==> src/rtl/cc_timer_pkg.sv <==
package cc_timer_pkg;
  typedef enum logic [1:0] {
    ACT_NONE   = 2'b00,
    ACT_TOGGLE = 2'b01,
    ACT_CLEAR  = 2'b10,
    ACT_SET    = 2'b11
  } cmp_act_e;

  localparam int A_CNT  = 0;
  localparam int A_CTRL = 1;
  localparam int A_DIR  = 2;
  localparam int A_MODE = 3;
  localparam int A_OVR  = 4;
  localparam int A_MASK = 5;
  localparam int A_FLAG = 6;
  localparam int A_ACC  = 7;
  localparam int A_CH0  = 8;
endpackage

==> src/rtl/cct_prescale.sv <==
module cct_prescale #(
  parameter int SEL_W = 3
) (
  input  logic             clk_i,
  input  logic             rst_ni,
  input  logic             en_i,
  input  logic [SEL_W-1:0] sel_i,
  output logic             tick_o
);
  localparam int PRE_W = (1 << SEL_W) - 1;

  logic [PRE_W-1:0] pre_q, msk;
  logic [SEL_W-1:0] sel_q, sel_eff;

  // requested select is only honoured when all stages read zero
  always_comb begin
    sel_eff = (pre_q == '0) ? sel_i : sel_q;
    for (int i = 0; i < PRE_W; i++) msk[i] = (i < int'(sel_eff));
  end

  assign tick_o = en_i && ((pre_q & msk) == msk);

  always_ff @(posedge clk_i or negedge rst_ni) begin
    if (!rst_ni) begin
      pre_q <= '0;
      sel_q <= '0;
    end else begin
      if (en_i) pre_q <= pre_q + 1'b1;
      if (pre_q == '0) sel_q <= sel_i;
    end
  end

  p_defer_r2: assert property (@(posedge clk_i) disable iff (!rst_ni)
    (pre_q != '0) |=> (sel_q == $past(sel_q)));
endmodule

==> src/rtl/cct_channel.sv <==
module cct_channel
  import cc_timer_pkg::*;
#(
  parameter int CNT_W = 16
) (
  input  logic             clk_i,
  input  logic             rst_ni,
  input  logic             is_cmp_i,
  input  logic [1:0]       act_i,
  input  logic [CNT_W-1:0] cnt_i,
  input  logic [CNT_W-1:0] cnt_nxt_i,
  input  logic             tick_i,
  input  logic             wr_i,
  input  logic [CNT_W-1:0] wdata_i,
  input  logic             pin_i,
  input  logic             ovr_i,
  input  logic             ovr_val_i,
  output logic [CNT_W-1:0] val_o,
  output logic             out_o,
  output logic             match_o,
  output logic             cap_o
);
  logic [CNT_W-1:0] val_q;
  logic             pin_q, out_q;
  logic             rise, fall;

  assign rise    = pin_i & ~pin_q;
  assign fall    = ~pin_i & pin_q;
  assign match_o = is_cmp_i && tick_i && (cnt_nxt_i == val_q);
  assign cap_o   = !is_cmp_i && ((act_i[0] && rise) || (act_i[1] && fall));
  assign val_o   = val_q;
  assign out_o   = out_q;

  always_ff @(posedge clk_i or negedge rst_ni) begin
    if (!rst_ni) begin
      val_q <= '0;
      pin_q <= 1'b0;
      out_q <= 1'b0;
    end else begin
      pin_q <= pin_i;
      if (wr_i)       val_q <= wdata_i;
      else if (cap_o) val_q <= cnt_i;
      if (ovr_i) out_q <= ovr_val_i;
      else if (match_o) begin
        case (cmp_act_e'(act_i))
          ACT_TOGGLE: out_q <= ~out_q;
          ACT_CLEAR:  out_q <= 1'b0;
          ACT_SET:    out_q <= 1'b1;
          default:    out_q <= out_q;
        endcase
      end
    end
  end

  p_override_r4: assert property (@(posedge clk_i) disable iff (!rst_ni)
    ovr_i |=> (out_q == $past(ovr_val_i)));
  p_capture_r5: assert property (@(posedge clk_i) disable iff (!rst_ni)
    (cap_o && !wr_i) |=> (val_q == $past(cnt_i)));
  p_set_level_r3: assert property (@(posedge clk_i) disable iff (!rst_ni)
    (match_o && !ovr_i && act_i == 2'b11) |=> out_q);
endmodule

==> src/rtl/cct_pulse_acc.sv <==
module cct_pulse_acc #(
  parameter int CNT_W = 16
) (
  input  logic             clk_i,
  input  logic             rst_ni,
  input  logic             en_i,
  input  logic             rise_sel_i,
  input  logic             pin_i,
  input  logic             wr_i,
  input  logic [CNT_W-1:0] wdata_i,
  output logic [CNT_W-1:0] acc_o,
  output logic             ovf_o
);
  logic [CNT_W-1:0] acc_q;
  logic             pin_q, edge_hit, step;

  assign edge_hit = rise_sel_i ? (pin_i & ~pin_q) : (~pin_i & pin_q);
  assign step     = en_i && edge_hit && !wr_i;
  assign ovf_o    = step && (acc_q == '1);
  assign acc_o    = acc_q;

  always_ff @(posedge clk_i or negedge rst_ni) begin
    if (!rst_ni) begin
      acc_q <= '0;
      pin_q <= 1'b0;
    end else begin
      pin_q <= pin_i;
      if (wr_i)      acc_q <= wdata_i;
      else if (step) acc_q <= acc_q + 1'b1;
    end
  end

  p_acc_wrap_r10: assert property (@(posedge clk_i) disable iff (!rst_ni)
    ovf_o |=> (acc_q == '0));
  p_acc_idle_r9: assert property (@(posedge clk_i) disable iff (!rst_ni)
    (!en_i && !wr_i) |=> $stable(acc_q));
endmodule

==> src/rtl/cc_timer.sv <==
module cc_timer
  import cc_timer_pkg::*;
#(
  parameter int N_CH   = 8,
  parameter int CNT_W  = 16,
  parameter int SEL_W  = 3,
  parameter int ADDR_W = 4
) (
  input  logic              clk_i,
  input  logic              rst_ni,
  input  logic              wr_en_i,
  input  logic [ADDR_W-1:0] addr_i,
  input  logic [CNT_W-1:0]  wdata_i,
  output logic [CNT_W-1:0]  rdata_o,
  input  logic [N_CH-1:0]   cap_i,
  input  logic              pa_i,
  output logic [N_CH-1:0]   cmp_o,
  output logic              irq_o
);
  localparam int FL_W   = N_CH + 2;
  localparam int MODE_W = 2 * N_CH;
  localparam int CTRL_W = SEL_W + 3;
  localparam int B_AEN  = SEL_W + 1;
  localparam int B_ARIS = SEL_W + 2;

  logic [CTRL_W-1:0] ctrl_q;
  logic [N_CH-1:0]   dir_q, ovr_msk_q, ovr_dat_q;
  logic [MODE_W-1:0] mode_q;
  logic [FL_W-1:0]   mask_q, flag_q, flag_set, flag_clr;
  logic [CNT_W-1:0]  cnt_q, cnt_nxt, acc;
  logic              tick, acc_ovf, cnt_ovf;

  logic [CNT_W-1:0]  ch_val [N_CH];
  logic [N_CH-1:0]   ch_match, ch_cap, ch_ovr, ch_wr;

  function automatic logic hit(input int a);
    return wr_en_i && (addr_i == ADDR_W'(a));
  endfunction

  cct_prescale #(.SEL_W(SEL_W)) u_pre (
    .clk_i  (clk_i),
    .rst_ni (rst_ni),
    .en_i   (ctrl_q[0]),
    .sel_i  (ctrl_q[SEL_W:1]),
    .tick_o (tick)
  );

  assign cnt_nxt = cnt_q + 1'b1;
  assign cnt_ovf = tick && (cnt_q == '1);

  always_ff @(posedge clk_i or negedge rst_ni) begin
    if (!rst_ni) cnt_q <= '0;
    else if (tick) cnt_q <= cnt_nxt;
  end

  for (genvar k = 0; k < N_CH; k++) begin : g_ch
    assign ch_wr[k]  = hit(A_CH0 + k);
    assign ch_ovr[k] = ch_match[N_CH-1] && ovr_msk_q[k] && dir_q[k];

    cct_channel #(.CNT_W(CNT_W)) u_ch (
      .clk_i     (clk_i),
      .rst_ni    (rst_ni),
      .is_cmp_i  (dir_q[k]),
      .act_i     (mode_q[2*k+1:2*k]),
      .cnt_i     (cnt_q),
      .cnt_nxt_i (cnt_nxt),
      .tick_i    (tick),
      .wr_i      (ch_wr[k]),
      .wdata_i   (wdata_i),
      .pin_i     (cap_i[k]),
      .ovr_i     (ch_ovr[k]),
      .ovr_val_i (ovr_dat_q[k]),
      .val_o     (ch_val[k]),
      .out_o     (cmp_o[k]),
      .match_o   (ch_match[k]),
      .cap_o     (ch_cap[k])
    );
  end

  cct_pulse_acc #(.CNT_W(CNT_W)) u_acc (
    .clk_i      (clk_i),
    .rst_ni     (rst_ni),
    .en_i       (ctrl_q[B_AEN]),
    .rise_sel_i (ctrl_q[B_ARIS]),
    .pin_i      (pa_i),
    .wr_i       (hit(A_ACC)),
    .wdata_i    (wdata_i),
    .acc_o      (acc),
    .ovf_o      (acc_ovf)
  );

  assign flag_set = {acc_ovf, cnt_ovf, ch_match | ch_cap};
  assign flag_clr = hit(A_FLAG) ? wdata_i[FL_W-1:0] : '0;

  always_ff @(posedge clk_i or negedge rst_ni) begin
    if (!rst_ni) begin
      ctrl_q    <= '0;
      dir_q     <= '0;
      mode_q    <= '0;
      ovr_msk_q <= '0;
      ovr_dat_q <= '0;
      mask_q    <= '0;
      flag_q    <= '0;
    end else begin
      if (hit(A_CTRL)) ctrl_q <= wdata_i[CTRL_W-1:0];
      if (hit(A_DIR))  dir_q  <= wdata_i[N_CH-1:0];
      if (hit(A_MODE)) mode_q <= wdata_i[MODE_W-1:0];
      if (hit(A_OVR)) begin
        ovr_msk_q <= wdata_i[N_CH-1:0];
        ovr_dat_q <= wdata_i[2*N_CH-1:N_CH];
      end
      if (hit(A_MASK)) mask_q <= wdata_i[FL_W-1:0];
      // a new event wins over a same-cycle clear
      flag_q <= (flag_q & ~flag_clr) | flag_set;
    end
  end

  assign irq_o = |(flag_q & mask_q);

  always_comb begin
    rdata_o = '0;
    case (addr_i)
      ADDR_W'(A_CNT):  rdata_o = cnt_q;
      ADDR_W'(A_CTRL): rdata_o = CNT_W'(ctrl_q);
      ADDR_W'(A_DIR):  rdata_o = CNT_W'(dir_q);
      ADDR_W'(A_MODE): rdata_o = CNT_W'(mode_q);
      ADDR_W'(A_OVR):  rdata_o = CNT_W'({ovr_dat_q, ovr_msk_q});
      ADDR_W'(A_MASK): rdata_o = CNT_W'(mask_q);
      ADDR_W'(A_FLAG): rdata_o = CNT_W'(flag_q);
      ADDR_W'(A_ACC):  rdata_o = acc;
      default: begin
        for (int k = 0; k < N_CH; k++)
          if (addr_i == ADDR_W'(A_CH0 + k)) rdata_o = ch_val[k];
      end
    endcase
  end

  p_cnt_step_r1: assert property (@(posedge clk_i) disable iff (!rst_ni)
    tick |=> (cnt_q == CNT_W'($past(cnt_q) + 1'b1)));
  p_cnt_hold_r1: assert property (@(posedge clk_i) disable iff (!rst_ni)
    !ctrl_q[0] |=> $stable(cnt_q));
  p_wrap_flag_r8: assert property (@(posedge clk_i) disable iff (!rst_ni)
    (tick && cnt_q == '1) |=> flag_q[N_CH]);
  p_w1c_r6: assert property (@(posedge clk_i) disable iff (!rst_ni)
    (hit(A_FLAG) && flag_set == '0) |=> ((flag_q & $past(wdata_i[FL_W-1:0])) == '0));
  p_flag_keep_r6: assert property (@(posedge clk_i) disable iff (!rst_ni)
    (!hit(A_FLAG)) |=> ((flag_q & $past(flag_q)) == $past(flag_q)));
  p_irq_gate_r7: assert property (@(posedge clk_i) disable iff (!rst_ni)
    (mask_q == '0) |-> !irq_o);
endmodule

==> config.mk <==
export PLATFORM = sky130hd
export DESIGN_NAME = cc_timer
export DESIGN_NICKNAME = d
export VERILOG_FILES = /design/src/rtl/cc_timer_pkg.sv /design/src/rtl/cct_prescale.sv /design/src/rtl/cct_channel.sv /design/src/rtl/cct_pulse_acc.sv /design/src/rtl/cc_timer.sv
export SDC_FILE = /design/constraint.sdc
export NUM_CORES = 1
export LEC_CHECK = 0
export BUFFER_PORTS_ARGS = -buffer_cell sky130_fd_sc_hd__buf_2
export CORE_MARGIN = 10
export CORE_UTILIZATION = 32
export CTS_CLUSTER_SIZE = 40
export DETAILED_ROUTE_END_ITERATION = 7
export GPL_ROUTABILITY_DRIVEN = 0
export PLACE_DENSITY_LB_ADDON = 0.15
export RECOVER_POWER = 25
export SKIP_LAST_GASP = 1
export SLEW_MARGIN = 20
export SYNTH_ARGS = -nofsm -noshare
export SYNTH_HDL_FRONTEND = slang
export SYNTH_HIERARCHICAL = 1
export SYNTH_SLANG_ARGS = --single-unit
export TNS_END_PERCENT = 100
==> constraint.sdc <==
create_clock -name clk_i -period 4.6 [get_ports clk_i]
set_input_delay 0.23 -clock clk_i [delete_from_list [all_inputs] [get_ports clk_i]]
set_output_delay 0.23 -clock clk_i [all_outputs]
set_load 0.005 [all_outputs]
After elaboration in Yosys (flattened, before gate mapping)
Cells that the tools add are included.
{"block": "totals", "register_bits": 253, "out_inout_bits": 25, "wordCells": 329}
{"block": "classes", "n_addsub": 3, "n_lt_le_gt_ge": 7, "eq_ne": 50, "mux": 54, "bitwise": 50, "n_reduce_logical": 129}
{"op": "$mux 16", "n": 26}
{"op": "$eq 16x16->1", "n": 8}
{"op": "$pmux 16 s8", "n": 1}
{"op": "$logic_and 1x1->1", "n": 76}
{"op": "$reduce_bool 2->1", "n": 17}
{"op": "$add 16x1->16 const B", "n": 2}
{"op": "$eq 16x16->1 const B", "n": 2}
{"op": "$eq 2x2->1 const B", "n": 16}
{"op": "$eq 4x4->1 const B", "n": 8}
{"op": "$reduce_bool 4->1", "n": 8}
{"op": "$not 1->1", "n": 26}
{"op": "$pmux 1 s3", "n": 8}
{"op": "$and 10x10->10", "n": 2}
{"op": "$and 1x1->1", "n": 18}
{"op": "$mux 1", "n": 17}
{"op": "$eq 2x1->1 const B", "n": 8}
{"op": "$eq 4x3->1 const B", "n": 4}
{"op": "$reduce_and 2->1", "n": 8}
{"op": "$mux 10", "n": 1}
{"op": "$not 10->10", "n": 1}
{"op": "$or 10x10->10", "n": 1}
{"op": "$reduce_or 10->1", "n": 1}
{"op": "$logic_not 1->1", "n": 9}
{"op": "$lt 3x3->1 const A", "n": 3}
{"op": "other kinds (12)", "n": 22}

Longest topological paths before layout
Gate-level depths: netlist of run 1.
{"block": "logic_depth", "ltp_word": 12, "depth_mapped": 13, "ltp_nobuf": 12}

Modules after synthesis
The synthesis of run 1 kept the hierarchy.
{"mod": "cct_channel", "n_inst": 8, "cells_per_inst": 106, "area_each_um2": 1041.0, "seq_area_each_um2": 450.4}
{"mod": "cc_timer", "n_inst": 1, "cells_per_inst": 536, "area_each_um2": 5739.3, "seq_area_each_um2": 2052.0}
{"mod": "cct_pulse_acc", "n_inst": 1, "cells_per_inst": 111, "area_each_um2": 1054.8, "seq_area_each_um2": 425.4}
{"mod": "cct_prescale", "n_inst": 1, "cells_per_inst": 52, "area_each_um2": 535.5, "seq_area_each_um2": 250.2}

Worst setup path before layout of run 1
OpenSTA, ideal clock, no wires.
{"block": "synth_path", "path_kind": "register to register", "from": "register cnt_q[2]", "to": "register g_ch[0].u_ch.out_q", "setup_ns": 0.126, "arrival_time_ns": 3.247, "slack_ns": 1.227, "stages_incl_launch_ff": 13, "period_less_slack_ns": 3.373, "path_cell_list": "dfrtp_1 -> and3_1 -> buf_2 -> and4_1 -> buf_2 -> nand3_1 -> xnor2_1 -> xor2_1 -> nor4_1 -> nand4_1 -> nor3_1 -> and3_1 -> o31ai_1"}
{"block": "synth_between", "elab_chain_len": 7}
{"item": "start: declaration", "line_no": "cc_timer.sv:30", "rtl": "logic [CNT_W-1:0] cnt_q, cnt_nxt, acc;"}
{"item": "start signal: assignment", "line_no": "cc_timer.sv:53", "rtl": "else if (tick) cnt_q <= cnt_nxt;"}
{"item": "$add 16x1->16 (*)", "line_no": "cc_timer.sv:48", "rtl": "assign cnt_nxt = cnt_q + 1'b1;"}
{"item": "net cnt_nxt[15]", "line_no": "cc_timer.sv:30"}
{"item": "$eq 16x16->1 (*)", "line_no": "cct_channel.sv:29", "rtl": "assign match_o = is_cmp_i && tick_i && (cnt_nxt_i == val_q);"}
{"item": "$logic_and 1x1->1 (*)", "line_no": "cct_channel.sv:29"}
{"item": "net ch_match[7]", "line_no": "cc_timer.sv:34", "rtl": "logic [N_CH-1:0] ch_match, ch_cap, ch_ovr, ch_wr;"}
{"item": "$logic_and 1x1->1 (*) (2 in a row)", "line_no": "cc_timer.sv:58", "rtl": "assign ch_ovr[k] = ch_match[N_CH-1] && ovr_msk_q[k] && dir_q[k];"}
{"item": "net ch_ovr[0]", "line_no": "cc_timer.sv:34"}
{"item": "$reduce_bool 4->1 (no line) or $reduce_bool 2->1 (tied branches)"}
{"item": "$reduce_and 2->1 (no line)"}
{"item": "end signal: assignment", "line_no": "cct_channel.sv:43", "rtl": "if (ovr_i) out_q <= ovr_val_i;"}
{"item": "end signal: assignment", "line_no": "cct_channel.sv:46", "rtl": "ACT_TOGGLE: out_q <= ~out_q;"}
{"item": "end signal: assignment", "line_no": "cct_channel.sv:49", "rtl": "default: out_q <= out_q;"}
{"item": "end: declaration", "line_no": "cct_channel.sv:24", "rtl": "logic pin_q, out_q;"}
The timed path passes the listed nets; every way through them passes the cells marked *.
A chain may end at the register's enable or synchronous reset.

Worst setup path in the final report of run 1
{"block": "layout_path", "from": "register cnt_q[0]", "to": "register g_ch[5].u_ch.out_q"}
{"block": "layout_between", "elab_chain_len": 7}
{"item": "$add 16x1->16 (*)", "line_no": "cc_timer.sv:48"}
{"item": "net cnt_nxt[14]", "line_no": "cc_timer.sv:30"}
{"item": "$eq 16x16->1 (*)", "line_no": "cct_channel.sv:29"}
{"item": "$logic_and 1x1->1 (*)", "line_no": "cct_channel.sv:29"}
{"item": "net ch_match[7]", "line_no": "cc_timer.sv:34"}
{"item": "$logic_and 1x1->1 (*) (2 in a row)", "line_no": "cc_timer.sv:58"}
{"item": "net ch_ovr[5]", "line_no": "cc_timer.sv:34"}
{"item": "$reduce_bool 4->1 (no line) or $reduce_bool 2->1 (tied branches)"}
{"item": "$reduce_and 2->1 (no line)"}
{"item": "end signal: assignment", "line_no": "cct_channel.sv:43"}
{"item": "end signal: assignment", "line_no": "cct_channel.sv:46"}
{"item": "end signal: assignment", "line_no": "cct_channel.sv:49"}
{"item": "end: declaration", "line_no": "cct_channel.sv:24"}
Marked as above.

==> flow_metrics.env, run 1 <==
export IMPL_cp_required_ns=5.09
export IMPL_path_class="reg2reg"
export IMPL_multiInputGateArea_um2=8830
export IMPL_synth_enable_flop_cells=0
export IMPL_final_area_um2=17900
export IMPL_maxCapViolCount=2
export IMPL_fillers=4911
export IMPL_min_period_ns=4.31
export IMPL_p_total_uw=8930
export IMPL_dieArea_um2=58200
export IMPL_leakage_uw=0.00741
export IMPL_routedWlPerCell_um=28.4
export IMPL_io_pins=57
export IMPL_grt_total_usage_pct=22.1
export IMPL_skew_ns=0.0111
export IMPL_layout_nets=1659
export IMPL_critPathLaunchType="flip-flop"
export IMPL_synth_seq_cells=253
export IMPL_grt_max_degree=94
export IMPL_post_dp_cell_area_um2=16700
export IMPL_crit_family="simple AND/OR/NAND/NOR gates"
export IMPL_rsz0062_at_grt="false"
export IMPL_syn_area_per_cell_um2=10.1
export IMPL_slew_headroom_pct=-43.2
export IMPL_crit_chain="ha_1, nand3_1, nor2_1, nand3_1, xnor2_1, xor2_1, nor4_1, nand2_1, nor3_1, buf_4, and3_1, nand2_1, o31ai_1"
export IMPL_placed_cells=2194
export IMPL_syn2layout_area_growth_pct=14.1
export IMPL_max_freq_mhz=232
export IMPL_clkTransAtPathRegs_ns=0.06
export IMPL_timing_critical_path_fanout_max=13
export IMPL_rows=81
export IMPL_violations="capacitance limit, slew limit"
export IMPL_cts_tree="done"
export IMPL_powerDensity_nw_per_um2=500
export IMPL_hold_class="in2reg"
export IMPL_first_pass_iters=7
export IMPL_fin_cells=2259
export IMPL_wirelength_mm=64.3
export IMPL_htreeDepth=1
export IMPL_grt_antenna_before_repair=6
export IMPL_clockBufferDepth=3
export IMPL_core_area_um2=48600
export IMPL_ant_nets=0
export IMPL_drtIter0Drc=1239
export IMPL_root_buffer="clkbuf_16"
export IMPL_diodes=0
export IMPL_io_buffers=56
export IMPL_hold_viol_final=0
export IMPL_vias=13100
export IMPL_critPathSlowestCell="xnor2_1"
export IMPL_overflow=0
export IMPL_finalSetupViolCount=0
export IMPL_regArea_um2=6330
export IMPL_ys_flop_type="dfrtp_1"
export IMPL_drc=0
export IMPL_crit_buf_inv=1
export IMPL_ys_async_sr_fraction_pct=100
export IMPL_drv_slew=163
export IMPL_cts_buffers=31
export IMPL_finalSetupTns_ns=0
export IMPL_arrival_ns=4.80
export IMPL_peakVddDrop_v=0.000283
export IMPL_layout_worst_path_cycle_share_pct=93.6
export IMPL_die_y_um=241
export IMPL_tightestPinTransition_ns=2.15
export IMPL_post_route_cells_drive_above_1_share_pct=17.4
export IMPL_cts_setup_buffers=0
export IMPL_max_stage_delay_ns=0.76
export IMPL_cts_sinks=253
export IMPL_ys_seq_area_share_pct=40.4
export IMPL_clk_latency_ns=0.58
export IMPL_grt_pass1_wl_mm=94.3
export IMPL_endpoint_kind="flip-flop"
export IMPL_synthDistinctLibCells=80
export IMPL_outcome="complete, but fails checks"
export IMPL_grt_pass1_vias=13000
export IMPL_synthesis_nets=1591
export IMPL_hpwl_mm=44.8
export IMPL_start_util_pct=32.2
export IMPL_syn_cell_area_um2=15700
export IMPL_routed_via_density=5.80
export IMPL_fp_dieW_um=241
export IMPL_syn_inst=1547
export IMPL_ys_warn_count=6
[layout make-up]
type,instances,share of cell area [%]
Timing Repair Buffer,121,4.45
Clock inverter,8,0.658
Sequential cell,253,35.4
Inverter,23,0.483
Multi-Input combinational cell,1185,49.4
Clock buffer,47,5.24
Tap cell,622,4.35
[cells by family after synthesis]
logic type / Yosys count / share of synthesized area, %
simple gates: 430 / 13.7
compound gates: 319 / 13.4
flops: 253 / 40.4
mux: 252 / 18.2
xor+xnor: 172 / 9.62
buf+inv: 109 / 3.68
fa+ha+maj: 12 / 0.959
[state kept, by name, indices dropped and copies added, names as in the netlist, 3 cells and up]
signal	flops
mode_q	16
mask_q	10
u_pre/sel_q	3
cnt_q	16
ovr_dat_q	8
u_pre/pre_q	7
flag_q	10
u_acc/acc_o	16
g_ch.u_ch/out_o	8
dir_q	8
ovr_msk_q	8
g_ch.u_ch/pin_q	8
ctrl_q	6
g_ch.u_ch/val_o	128
[worst paths after layout]
| check | slack (ns) | cells past startpoint | from | endpoint |
|---|---|---|---|---|
| worst max-delay path | 0.29 | 13 | cnt_q[0] | g_ch[5].u_ch/out_o |
| worst min-delay path | 0.09 | 3 | wdata_i[12] | g_ch[7].u_ch/val_o[12] |
| worst max register to register | 0.29 | 13 | cnt_q[0] | g_ch[5].u_ch/out_o |
| worst min register to register | 0.53 | 2 | ovr_dat_q[5] | g_ch[5].u_ch/out_o |
| max in group asynchronous | 0.82 | 3 | rst_ni | g_ch[4].u_ch/val_o[10] |
| min in group asynchronous | 0.80 | 2 | rst_ni | u_pre/pre_q[2] |
[routing by layer]
| metal | up-vias | global-route usage (%) | wire length (µm) |
|---|---|---|---|
| met4 | 4 | 7.64 | 2460 |
| met5 | - | 0 | 25 |
| met2 | 549 | 34.4 | 28800 |
| met3 | 124 | 3.43 | 4550 |
| met1 | 6669 | 30.5 | 28500 |
| li1 | 5763 | - | - |
[per-stage QoR]
stage / setup slack, ns / utilization (%) / hold WS [ns]
3_5_place_dp: 0.293 / 34.4 / 0.278
3_3_place_gp: 0.410 / 34.4 / 0.275
5_1_grt: 0.0756 / 36.7 / 0.0739
2_1_floorplan: 1.23 / - / -0.0656
4_1_cts: 0.252 / 36.8 / 0.0421
6_report: 0.294 / 36.7 / 0.0852
[tightest hold or removal path, cell delays in order]
cell	delay, ns
buf_2	0.22
nand2_1	0.09
o21ai_0	0.07
[cell usage in the layout (no fill, tap or decap), types with 8 or more instances in the layout]
cell / count
o21ai_0: 162
clkbuf_16: 31
dlygate4sd3_1: 10
mux2i_1: 156
nand3b_1: 21
a21oi_1: 13
inv_1: 23
mux2_2: 77
nor3_1: 13
nand3_1: 36
buf_4: 54
o211ai_1: 8
nor2_1: 18
o31a_1: 10
a21oi_2: 8
nand2_1: 209
xor2_1: 108
nand4_1: 20
xnor2_1: 63
clkbuf_8: 10
a22oi_1: 14
o31ai_1: 9
mux4_2: 16
a31oi_1: 8
a221oi_1: 8
ha_1: 12
nor4_1: 34
and3_1: 23
buf_2: 46
a211oi_1: 8
clkbuf_1: 15
nor2b_1: 8
a211o_1: 8
dfrtp_1: 253
[synthesized netlist by cell type, types with 10 or more instances]
cell      instances  area (µm²)
a21oi_1          13        65.1
a22oi_1          14         105
and3_1           23         144
buf_2            24         120
buf_4            10        75.1
buf_6            11         124
clkbuf_1         37         139
dfrtp_1         253        6330
ha_1             12         150
inv_1            23        86.3
mux2_2           77         867
mux2i_1         156        1560
mux4_2           16         360
nand2_1         209         785
nand3_1          36         180
nand3b_1         21         158
nand4_1          20         125
nor2_1           28         105
nor3_1           13        65.1
nor4_1           34         213
o21ai_0         162         811
o31a_1           10        87.6
xnor2_1          64         561
xor2_1          108         946
[power by group]
group | switching (µW) | internal (µW)
clock network | 1020 | 1550
registers | 759 | 2760
logic | 1680 | 1160
total | 3460 | 5470
[repair_timing]
item | in CTS | in global routing
setup endpoints to repair | 0 | 4
resized for setup | 0 | 1
endpoints found under the hold margin | 85 | 0
hold buffers | 10 | 0
Power figures use the tool's default switching activity.
==> run 2: changes to the inputs <==
- CAP_MARGIN: default -> 20
- CORE_MARGIN: 10 -> 2
- CORE_UTILIZATION: 32 -> 63
==> flow_metrics.env, run 2 (same netlist as run 1, synthesis figures left out) <==
export IMPL_rsz0062_at_grt="false"
export IMPL_grt_pass1_wl_mm=81.5
export IMPL_finalSetupViolCount=0
export IMPL_grt_max_degree=118
export IMPL_die_y_um=162
export IMPL_drtIter0Drc=1855
export IMPL_final_area_um2=17200
export IMPL_cts_tree="done"
export IMPL_layout_nets=1637
export IMPL_post_route_cells_drive_above_1_share_pct=15.9
export IMPL_grt_antenna_before_repair=2
export IMPL_comb_power_share_pct=32.3
export IMPL_violations="capacitance limit, slew limit"
export IMPL_routed_via_density=7.00
export IMPL_path_class="reg2reg"
export IMPL_outcome="complete, but fails checks"
export IMPL_htreeDepth=1
export IMPL_overflow=0
export IMPL_grt_total_usage_pct=41.6
export IMPL_min_period_ns=4.04
export IMPL_p_clk_share_pct=26.6
export IMPL_drc=0
export IMPL_critPathLaunchType="flip-flop"
export IMPL_core_area_um2=24400
export IMPL_hold_class="in2reg"
export IMPL_hpwl_mm=37.1
export IMPL_cts_buffers=28
export IMPL_rows=57
export IMPL_layout_commonest_cell="dfrtp_1"
export IMPL_max_freq_mhz=248
export IMPL_io_buffers=56
export IMPL_wirelength_mm=54.4
export IMPL_layout_worst_path_cycle_share_pct=87.7
export IMPL_fillers=1889
export IMPL_io_pins=57
export IMPL_cp_required_ns=5.06
export IMPL_clkTransAtPathRegs_ns=0.06
export IMPL_vias=13600
export IMPL_skew_ns=0.0125
export IMPL_ant_nets=0
export IMPL_p_switching_uw=3360
export IMPL_largest_reg_flops=128
export IMPL_peakVddDrop_v=0.000299
export IMPL_final_cell_mix="dfrtp_1, nand2_1, o21ai_0, mux2i_1, xor2_1"
export IMPL_endpoint_kind="flip-flop"
export IMPL_syn2layout_area_growth_pct=9.78
export IMPL_finalSetupTns_ns=0
export IMPL_cts_sinks=253
export IMPL_clockBufferDepth=3
export IMPL_maxCapViolCount=1
export IMPL_tightestPinTransition_ns=3.09
export IMPL_routedWlPerCell_um=28.0
export IMPL_start_util_pct=64.2
export IMPL_post_dp_cell_area_um2=16200
export IMPL_power_internal_uw=5240
export IMPL_grt_pass1_vias=13200
export IMPL_arrival_ns=4.50
export IMPL_drv_slew=117
export IMPL_leakage_uw=0.00723
export IMPL_p_total_uw=8600
export IMPL_swShare_pct=39.0
export IMPL_powerDensity_nw_per_um2=500
export IMPL_dieArea_um2=26100
export IMPL_timing_critical_path_fanout_max=14
export IMPL_slew_headroom_pct=-106
export IMPL_fp_dieW_um=162
export IMPL_root_buffer="clkbuf_16"
export IMPL_first_pass_iters=8
export IMPL_power_frac_seq_pct=41.1
export IMPL_clk_latency_ns=0.56
export IMPL_hold_viol_final=0
run 2: final timing paths:
path	depth (start not counted)	to	startpoint	slack, ns
setup / recovery	12	g_ch[5].u_ch/out_o	cnt_q[2]	0.56
hold / removal	3	g_ch[1].u_ch/val_o[14]	wdata_i[14]	0.08
setup reg to reg	12	g_ch[5].u_ch/out_o	cnt_q[2]	0.56
hold reg to reg	2	g_ch[7].u_ch/out_o	ovr_dat_q[7]	0.52
max in group asynchronous	2	g_ch[1].u_ch/val_o[12]	rst_ni	1.56
min in group asynchronous	2	u_pre/sel_q[2]	rst_ni	1.19
run 2: through the flow:
step	hold WS (ns)	worst slack, ns	util [%]	cells
detailed placement	0.365	0.730	66.3	1877
global placement	0.362	0.907	66.3	1877
finish	0.0766	0.564	70.5	1939
global route	0.0799	0.250	70.5	1938
floorplan	-0.0656	1.23	-	1547
CTS	0.0609	0.708	70.5	1937
run 2: area by class of cell:
class                      instances  area [µm²]  area share [%]
clock inverter                    10         125           0.728
timing repair buffer             102         654            3.81
inverter                          23        86.3           0.502
clock buffer                      40         797            4.64
tap                              324         405            2.36
antenna                            2        5.00          0.0291
sequential                       253        6330            36.8
multi-input combinational       1185        8780            51.1
run 2: per-layer routing:
metal,global-route usage [%],share of wire (%),vias to the layer above
met4,25.4,7.9,2
li1,-,-,5717
met5,0,0.11,-
met2,62.6,43,1029
met3,12.3,13,309
met1,53.4,37,6520
run 2: repair_timing:
item,in CTS,in global routing
endpoints found under the hold margin,123,0
hold buffers,10,0
resized for setup,0,0
buffers inserted,0,0
run 2: critical path: stages (launching register included):
cell     delay, ns
dfrtp_1       0.64
and3_1        0.34
and4_1        0.48
nand3_1       0.16
xnor2_1       0.83
xor2_1        0.15
nor4_1        0.37
nand4_1       0.19
nor3_1        0.24
buf_4         0.21
and3_1        0.20
nand2_1       0.06
o31ai_1       0.06
run 2: power by group through the flow:
stage | logic, µW | registers, µW | clock network, µW
6_report | 2770 | 3530 | 2290
3_3_place_gp | 2570 | 3510 | 0
4_1_cts | 2650 | 3500 | 2300
2_1_floorplan | 1820 | 3230 | 0
5_1_grt | 2900 | 3590 | 2390
3_5_place_dp | 2620 | 3530 | 0
==> run 3: changes to the inputs <==
- CELL_PAD_IN_SITES_DETAIL_PLACEMENT: default -> 1
- CELL_PAD_IN_SITES_GLOBAL_PLACEMENT: default -> 2
- CORE_ASPECT_RATIO: default -> 0.5
- CORE_UTILIZATION: 63 -> 45
- clock period: 4.6 -> 5.2 ns (I/O delays scaled with it)
==> flow_metrics.env, run 3 (same netlist as run 1, synthesis figures left out) <==
export IMPL_cts_buffers=27
export IMPL_tightestPinTransition_ns=2.78
export IMPL_clk_latency_ns=0.57
export IMPL_cts_sinks=253
export IMPL_ant_nets=0
export IMPL_syn2layout_area_growth_pct=11.6
export IMPL_finalSetupTns_ns=0
export IMPL_hold_class="in2reg"
export IMPL_grt_total_usage_pct=37.1
export IMPL_clockBufferDepth=3
export IMPL_finalSetupViolCount=0
export IMPL_vias=13700
export IMPL_power_frac_seq_pct=40.5
export IMPL_first_pass_iters=6
export IMPL_hold_viol_final=0
export IMPL_powerDensity_nw_per_um2=455
export IMPL_rows=48
export IMPL_routedWlPerCell_um=32.0
export IMPL_p_switching_uw=3220
export IMPL_clkTransAtPathRegs_ns=0.07
export IMPL_peakVddDrop_v=0.000226
export IMPL_dieArea_um2=36400
export IMPL_p_clk_share_pct=27.5
export IMPL_wirelength_mm=66.9
export IMPL_regArea_um2=6330
export IMPL_die_y_um=136
export IMPL_outcome="complete, but fails checks"
export IMPL_drv_slew=208
export IMPL_cp_required_ns=5.66
export IMPL_holdWs_ns=0.112
export IMPL_drc=0
export IMPL_grt_antenna_before_repair=2
export IMPL_layout_nets=1638
export IMPL_max_freq_mhz=248
export IMPL_grt_pass1_wl_mm=97.7
export IMPL_leakage_uw=0.00729
export IMPL_r2r_slack_ns=1.17
export IMPL_ctsResizeCount=0
export IMPL_maxCapViolCount=2
export IMPL_power_internal_uw=4730
export IMPL_io_buffers=56
export IMPL_min_period_ns=4.03
export IMPL_largest_reg_flops=128
export IMPL_overflow=0
export IMPL_skew_ns=0.0250
export IMPL_endpoint_kind="flip-flop"
export IMPL_grt_pass1_vias=13700
export IMPL_fp_dieW_um=268
export IMPL_comb_power_share_pct=32.0
export IMPL_multiInputGateArea_um2=8820
export IMPL_grt_max_degree=109
export IMPL_critPathLaunchType="flip-flop"
export IMPL_rsz0062_at_grt="false"
export IMPL_htreeDepth=1
export IMPL_swShare_pct=40.5
export IMPL_hpwl_mm=47.3
export IMPL_post_route_cells_drive_above_1_share_pct=16.1
export IMPL_routed_via_density=6.57
export IMPL_drtIter0Drc=1600
export IMPL_root_buffer="clkbuf_16"
export IMPL_arrival_ns=4.48
export IMPL_cts_tree="done"
export IMPL_layout_worst_path_cycle_share_pct=77.4
export IMPL_layout_commonest_cell="dfrtp_1"
export IMPL_io_pins=57
export IMPL_fillers=3847
export IMPL_timing_critical_path_fanout_max=13
export IMPL_final_cell_mix="dfrtp_1, nand2_1, o21ai_0, mux2i_1, xor2_1"
export IMPL_start_util_pct=45.6
export IMPL_slew_headroom_pct=-85.6
export IMPL_cts_setup_buffers=0
export IMPL_violations="capacitance limit, slew limit"
export IMPL_p_total_uw=7950
export IMPL_cts_hold_buffers=10
export IMPL_path_class="reg2reg"
export IMPL_core_area_um2=34400
## run 3: cell type report
| class | instances | share of cell area [%] |
|---|---|---|
| sequential | 253 | 36.2 |
| antenna | 1 | 0.0143 |
| clock inverter | 11 | 1.07 |
| inverter | 23 | 0.494 |
| timing repair buffer | 104 | 3.79 |
| tap | 475 | 3.40 |
| multi-input combinational | 1185 | 50.5 |
| clock buffer | 39 | 4.52 |
## run 3: power groups by stage
stage,sequential (µW),clock [µW],combinational (µW)
after CTS,3170,2200,2480
after global placement,3180,0,2390
after detailed placement,3200,0,2450
after floorplan,2860,0,1610
after global routing,3250,2290,2680
final,3220,2190,2540
## run 3: worst paths after layout
kind / start / endpoint / depth (start not counted)
setup / recovery: cnt_q[0] / g_ch[2].u_ch/out_o / 13
hold / removal: wdata_i[13] / g_ch[7].u_ch/val_o[13] / 3
setup reg to reg: cnt_q[0] / g_ch[2].u_ch/out_o / 13
hold reg to reg: ovr_dat_q[7] / g_ch[7].u_ch/out_o / 2
max in group asynchronous: rst_ni / g_ch[7].u_ch/val_o[7] / 3
min in group asynchronous: rst_ni / u_acc/acc_o[2] / 2
## run 3: critical path, cell delays in order, from the launching register on
cell	delay, ns
dfrtp_1	0.67
ha_1	0.33
nand3_1	0.21
nor2_1	0.18
buf_4	0.16
xor2_1	0.77
xor2_1	0.17
nor4_1	0.38
nand4_1	0.23
nor3_1	0.25
buf_4	0.21
and3_1	0.21
nand2_1	0.07
o31ai_1	0.07
## run 3: through the flow
stage | std cells | area [µm²] | util [%] | worst slack [ns]
6_report | 2091 | 17500 | 50.9 | 1.17
3_3_place_gp | 2029 | 16400 | 47.7 | 1.34
2_1_floorplan | 1547 | 15700 | - | 1.83
5_1_grt | 2090 | 17500 | 50.9 | 0.607
4_1_cts | 2089 | 17500 | 51.0 | 1.07
3_5_place_dp | 2029 | 16400 | 47.8 | 1.11
## run 3: routing by layer
layer  vias up  track usage (%)  routed length [µm]
met5         -                0                  13
met4         2             10.6                2170
met3       155             12.2                7940
met2       755             53.1               27400
met1      7092             53.2               29400
li1       5733                -                   -
